## src/rtl/wb_lane_bridge.sv

```systemverilog
module wb_lane_bridge #(
  parameter int MDW     = 64,
  parameter int SAW     = 12,
  parameter bit REG_ACK = 1'b1,
  localparam int SELW = MDW / 8,
  localparam int LB   = $clog2(SELW)
) (
  input  logic              clk,
  input  logic              rst,
  input  logic [SAW-LB-1:0] m_adr,
  input  logic [MDW-1:0]    m_dat_w,
  input  logic [SELW-1:0]   m_sel,
  input  logic              m_cyc,
  input  logic              m_stb,
  input  logic              m_we,
  output logic [MDW-1:0]    m_dat_r,
  output logic              m_ack,
  output logic              m_err,
  output logic [SAW-1:0]    s_adr,
  output logic [7:0]        s_dat_w,
  output logic              s_we,
  output logic              s_cyc,
  output logic              s_stb,
  input  logic [7:0]        s_dat_r,
  input  logic              s_ack
);

  logic          ok;
  logic [LB-1:0] lane;
  logic [7:0]    rbyte;
  logic [MDW-1:0] placed;

  assign ok = (m_sel != '0) && ((m_sel & (m_sel - 1'b1)) == '0);

  always_comb begin
    lane = '0;
    for (int i = 0; i < SELW; i++)
      if (m_sel[i]) lane = lane | LB'(i);
  end

  assign s_adr   = {m_adr, lane};
  assign s_dat_w = m_dat_w[lane*8 +: 8];
  assign s_we    = m_we;
  assign s_cyc   = ok & m_cyc & ~rst;
  assign s_stb   = ok & m_stb & ~rst;
  assign m_err   = ~ok & m_cyc & m_stb & ~rst;

  for (genvar g = 0; g < SELW; g++) begin : g_lane
    assign placed[g*8 +: 8] = (lane == LB'(g)) ? rbyte : 8'h00;
  end

  assign m_dat_r = ok ? placed : '1;

  if (REG_ACK) begin : g_reg
    logic       ack_q;
    logic [7:0] byte_q;
    always_ff @(posedge clk) begin
      if (rst) ack_q <= 1'b0;
      else     ack_q <= s_cyc & s_stb & s_ack & ~ack_q;
      if (s_ack) byte_q <= s_dat_r;
    end
    assign m_ack = ack_q & ~rst;
    assign rbyte = byte_q;
  end else begin : g_comb
    assign m_ack = s_cyc & s_stb & s_ack;
    assign rbyte = s_dat_r;
  end

endmodule

```

## config.mk

```make
export PLATFORM = sky130hd
export DESIGN_NAME = wb_lane_bridge
export DESIGN_NICKNAME = d
export VERILOG_FILES = /design/src/rtl/wb_lane_bridge.sv
export SDC_FILE = /design/constraint.sdc
export NUM_CORES = 1
export LEC_CHECK = 0
export ABC_AREA = 0
export BUFFER_PORTS_ARGS = -buffer_cell sky130_fd_sc_hd__buf_4
export CORE_MARGIN = 2
export CORE_UTILIZATION = 38
export DETAILED_ROUTE_END_ITERATION = 12
export HOLD_SLACK_MARGIN = 0.05
export PLACE_DENSITY = 0.83
export SLEW_MARGIN = 5
export SYNTH_ARGS = -nofsm -noshare
export SYNTH_HDL_FRONTEND = slang
export SYNTH_SLANG_ARGS = --single-unit
```

## constraint.sdc

```tcl
create_clock -name clk -period 2 [get_ports clk]
set_input_delay 0.2 -clock clk [delete_from_list [all_inputs] [get_ports clk]]
set_output_delay 0.2 -clock clk [all_outputs]
set_load 0.02 [all_outputs]
```

# Word level (Yosys, flattened, before mapping)
# Cells that the tools add are included.
# totals
elab_cells	46
inputBits	95
ff_bits	9
output_inout_bits	89
# op_classes
n_eq_ne	7
n_reduce_logical	4
shifts	1
mux	16
add_sub_neg	1
bitwise	15
# ops
cell	n
$mux W64	1
$mux W8	8
$shiftx A64 B7 Y8	1
$eq A3 B3 Y1 const B	4
$mux W3	4
$and A1 B1 Y1	11
$and A8 B8 Y8	1
$logic_not A8 Y1	1
$reduce_bool A8 Y1	1
$sub A8 B1 Y8 const B	1
$eq A3 B2 Y1 const B	2
$mux W2	2
$eq A3 B1 Y1 const B	1
$logic_not A3 Y1	1
$not A1 Y1	3
$logic_and A1 B1 Y1	1
$mux W1	1

# Depth between registers and ports, before layout
# depth
ltp_word	10
mapped_depth	8
depth_no_buf	5

# Least setup slack after synthesis
# OpenSTA, ideal clock, no wires.
# synth_timing
kind	input port to output port
startpoint	input m_sel[7]
endpoint	output s_dat_w[6]
t_arrival_ns	1.979
cell_stages	6
required_time_ns	1.800
setup_slack_ns	-0.179
n_path_buf	2
path_cell_list	buf_2 nor4_4 inv_2 clkbuf_1 mux2i_1 a221oi_1
# synth_via
elab_chain_len	2
# synth_lines
item	line	rtl
from (decl)	12	input logic [SELW-1:0] m_sel,
$mux W3	38	if (m_sel[i]) lane = lane | LB'(i);
via s_adr[1]	19	output logic [SAW-1:0] s_adr,
$shiftx A64 B7 Y8	42	assign s_dat_w = m_dat_w[lane*8 +: 8];
to (decl)	20	output logic [7:0] s_dat_w,
# The timed path passes the listed nets, and every way through them passes these cells.

# Worst setup path after layout
# layout_timing
startpoint	input m_sel[3]
endpoint	output m_dat_r[51]
# layout_via
elab_chain_len	8
elab_cells_between_ends	13
cone_classes	1 x add/sub; 1 x eq/ne; 7 x mux; 1 x bitwise; 3 x reduce/logical
# layout_lines
item	line	rtl
branches (longest 7 deep; another with $sub A8 B1 Y8)	--	
$mux W64 *	52	assign m_dat_r = ok ? placed : '1;
to (decl)	16	output logic [MDW-1:0] m_dat_r,
# Every way passes the cells marked *.

==> out/metrics.csv <==
metric;value;unit
largest net degree at the start of global routing;48;
type of destination of the critical path;output port;
maximum clock skew at final layout;0;ns
data required time at the worst endpoint;1.80;ns
clock period minus final worst setup slack;2.15;ns
Crit Path Class;in -> out;
count of inserted antenna diode cells;0;
total of hold buffers inserted after clock tree synthesis;0;
number of I/O pins;184;
number of cells on the worst reg-to-reg path;2;
number of buffers created by CTS;3;
type of element launching the critical path;input pin;
final worst slack;-0.150;ns
final worst path period share;108;%
count of input and output buffers;163;
worst IR drop on VDD;0.000551;V
synthesized area;1940;sq um
count of antenna-violating nets left after detailed routing;0;
clock network latency to the later pin of the worst-skew pair;0.23;ns
clock tree from TritonCTS;built;
Post-Layout Inst Area;3720;sq um
top area cells in the synthesized netlist;sky130_fd_sc_hd__nand3_1, sky130_fd_sc_hd__edfxtp_1, sky130_fd_sc_hd__mux2i_1;
leading cell types in the layout, fill and taps excluded;sky130_fd_sc_hd__buf_4, sky130_fd_sc_hd__nand3_1, sky130_fd_sc_hd__buf_6;
share of final-layout standard cells stronger than drive strength 1;53.0;%
Power Density;281;nW/um^2
area of the die;5680;sq um
starting DRC count in detailed routing;263;
fmax;465;MHz
effective utilization at floorplan;40.2;%
commonest non-fill, non-tap cell in the layout;sky130_fd_sc_hd__buf_4;
leftover overflow at the end of global routing;0;
routed wire length;9150;um
post-DR wirelength/cell;17.9;um
number of standard cells after synthesis;298;
unrepaired setup endpoints after global routing;true;
initial antenna violation count;0;
post-route worst hold slack;0.147;ns
instance area at placement;3250;sq um
Maximum Capacitance Violations;0;
worst slew slack as a fraction of its limit;73.8;%
number of buffers on the longest clock path;2;
die outline height;75.4;um
average vias per placed instance;5.79;
area fraction of the dominant cell type after synthesis;34.1;%
CTS H-Tree Depth;1;
number of global-route vias before repair;2685;
Worst-path clk slew;0.04;ns
root cell of the clock tree;sky130_fd_sc_hd__clkbuf_8;
global-route wire length before repair;13300;um
violations in the final reports;setup timing;
worst slack after detailed placement;-0.204;ns
Final Hold Violating Endpoints;0;
core area;4820;sq um
vias after detailed routing;2951;
total half-perimeter wirelength after legalization and detailed placement;6330;um
number of rows in the core area;25;
minimum setup slack among reg-to-reg paths;1.30;ns
Mean Syn Cell Area;6.50;sq um
critical path fanouts, max;37;
final-layout setup total negative slack;-7.52;ns
CP Capture Point;m_dat_r[51];
leakage power;0.00147;uW
Final setup violation count;66;
First-pass DRT Iterations;6;
Worst EP arrival;1.95;ns
number of warnings issued by yosys;0;
Post-Syn Nets;393;
post-synth top area cell;sky130_fd_sc_hd__nand3_1;
result of the run;complete, but fails checks;
capture instance of the worst register-to-register path;g_reg.ack_q;
Synth-to-Final Area Change;92.4;%
placer's final routability congestion estimate;0.908;
critical path startpoint;m_sel[3];
number of synthesized register bits;9;
part of the Yosys area used for sequential elements;13.4;%
DRC violations left;0;
Worst R2R Start;g_reg.ack_q;
path type of the worst min-delay path;in -> reg;
chip width;75.4;um
CTS sink cnt;9;
Final Max Tran Viols;0;
overall fraction of global-route tracks in use;30.5;%
Final nets;539;
Cell variety after synth;42;
transition time at the pin with the least slew margin;0.393;ns
-- per-layer routing --
metal	global-route usage, %	part of all wire [%]	up-vias
met5	0	0	-
met4	5.26	2.3	0
met3	4.63	7.1	20
met2	56.5	52	165
met1	37.7	38	1382
li1	-	-	1384
-- synthesized netlist by cell type --
cell	n
sky130_fd_sc_hd__a2111o_1	1
sky130_fd_sc_hd__a2111oi_0	1
sky130_fd_sc_hd__a211oi_1	4
sky130_fd_sc_hd__a21boi_0	2
sky130_fd_sc_hd__a21oi_1	5
sky130_fd_sc_hd__a221o_1	4
sky130_fd_sc_hd__a221oi_1	1
sky130_fd_sc_hd__a22o_1	4
sky130_fd_sc_hd__a311oi_1	2
sky130_fd_sc_hd__a31o_2	3
sky130_fd_sc_hd__and3_1	1
sky130_fd_sc_hd__and4b_1	2
sky130_fd_sc_hd__buf_1	6
sky130_fd_sc_hd__buf_2	9
sky130_fd_sc_hd__buf_4	10
sky130_fd_sc_hd__buf_6	3
sky130_fd_sc_hd__clkbuf_1	25
sky130_fd_sc_hd__dfxtp_1	1
sky130_fd_sc_hd__edfxtp_1	8
sky130_fd_sc_hd__inv_2	3
sky130_fd_sc_hd__maj3_1	1
sky130_fd_sc_hd__mux2_2	1
sky130_fd_sc_hd__mux2i_1	13
sky130_fd_sc_hd__mux4_2	1
sky130_fd_sc_hd__nand2_1	21
sky130_fd_sc_hd__nand2b_1	2
sky130_fd_sc_hd__nand3_1	132
sky130_fd_sc_hd__nand3b_1	1
sky130_fd_sc_hd__nor2_1	6
sky130_fd_sc_hd__nor2_2	1
sky130_fd_sc_hd__nor2b_1	3
sky130_fd_sc_hd__nor3_1	1
sky130_fd_sc_hd__nor3_2	1
sky130_fd_sc_hd__nor3b_1	1
sky130_fd_sc_hd__nor4_2	1
sky130_fd_sc_hd__nor4_4	2
sky130_fd_sc_hd__o21a_1	2
sky130_fd_sc_hd__o21ai_0	7
sky130_fd_sc_hd__o22ai_1	2
sky130_fd_sc_hd__o31ai_1	2
sky130_fd_sc_hd__or3_1	1
sky130_fd_sc_hd__or4_1	1
-- how the worst min path moves through the flow --
stage | slack, ns | cells past startpoint | startpoint | to
5_1_grt | 0.14 | 1 | s_dat_r[4] | g_reg.byte_q[4]
3_5_place_dp | 0.38 | 1 | s_dat_r[3] | g_reg.byte_q[3]
4_1_cts | 0.14 | 1 | s_dat_r[4] | g_reg.byte_q[4]
2_1_floorplan | 0.30 | 0 | s_dat_r[0] | g_reg.byte_q[0]
6_report | 0.15 | 1 | s_dat_r[4] | g_reg.byte_q[4]
3_3_place_gp | 0.38 | 1 | s_dat_r[3] | g_reg.byte_q[3]
-- worst max-delay path, stage by stage --
cell and delay (ns):
sky130_fd_sc_hd__buf_6 0.10, sky130_fd_sc_hd__or4_4 0.56, sky130_fd_sc_hd__or3_4 0.38, sky130_fd_sc_hd__a31o_4 0.28, sky130_fd_sc_hd__buf_12 0.18, sky130_fd_sc_hd__nand3_1 0.12, sky130_fd_sc_hd__buf_6 0.13
-- report_power, final --
group / leakage (uW) / internal (uW) / total, uW / switching, uW
Clock: 0.0000228 / 138 / 206 / 67.5
Sequential: 0.0000863 / 222 / 259 / 37.4
Combinational: 0.00136 / 289 / 582 / 292
Total: 0.00147 / 649 / 1050 / 397
-- flip-flops by register name, indices dropped and copies added (netlist names) --
name	count
g_reg.byte_q	8
g_reg.ack_q	1
-- cells by family (layout without fill, tap and decap cells) --
family                   count (synthesis)  count (layout)  share of synthesized area [%]
multiplexers                            15              15                           8.47
buffers and inverters                   56             200                           14.5
flip-flops                               9               9                           13.4
AND/OR/NAND/NOR                        177             177                           47.8
AO/OA/AOI/OAI                           40              41                           15.3
adder cells (fa/ha/maj)                  1               1                          0.517
-- stage by stage --
step	cells	power, uW	util, %
global placement	502	768	67.5
floorplan	298	531	-
detailed placement	502	778	67.5
CTS	508	1030	75.3
finish	510	1050	77.3
global route	510	1100	77.3
-- cell type report --
type                       count  area [sq um]
fill                         385          1090
timing repair buffer         192          1700
multi-input combinational    234          1600
clock buffer                   4          45.0
tap                           67          83.8
sequential                     9           260
inverter                       3          25.0
timing repair inverter         1          6.26
-- repair_timing --
item                       4_1_cts  5_1_grt
setup endpoints to repair       66       73
cloned                           2        1
resized for setup               78       19
buffers inserted                 0        1
pin swaps                        2        2
(Power assumes the default switching activity.)
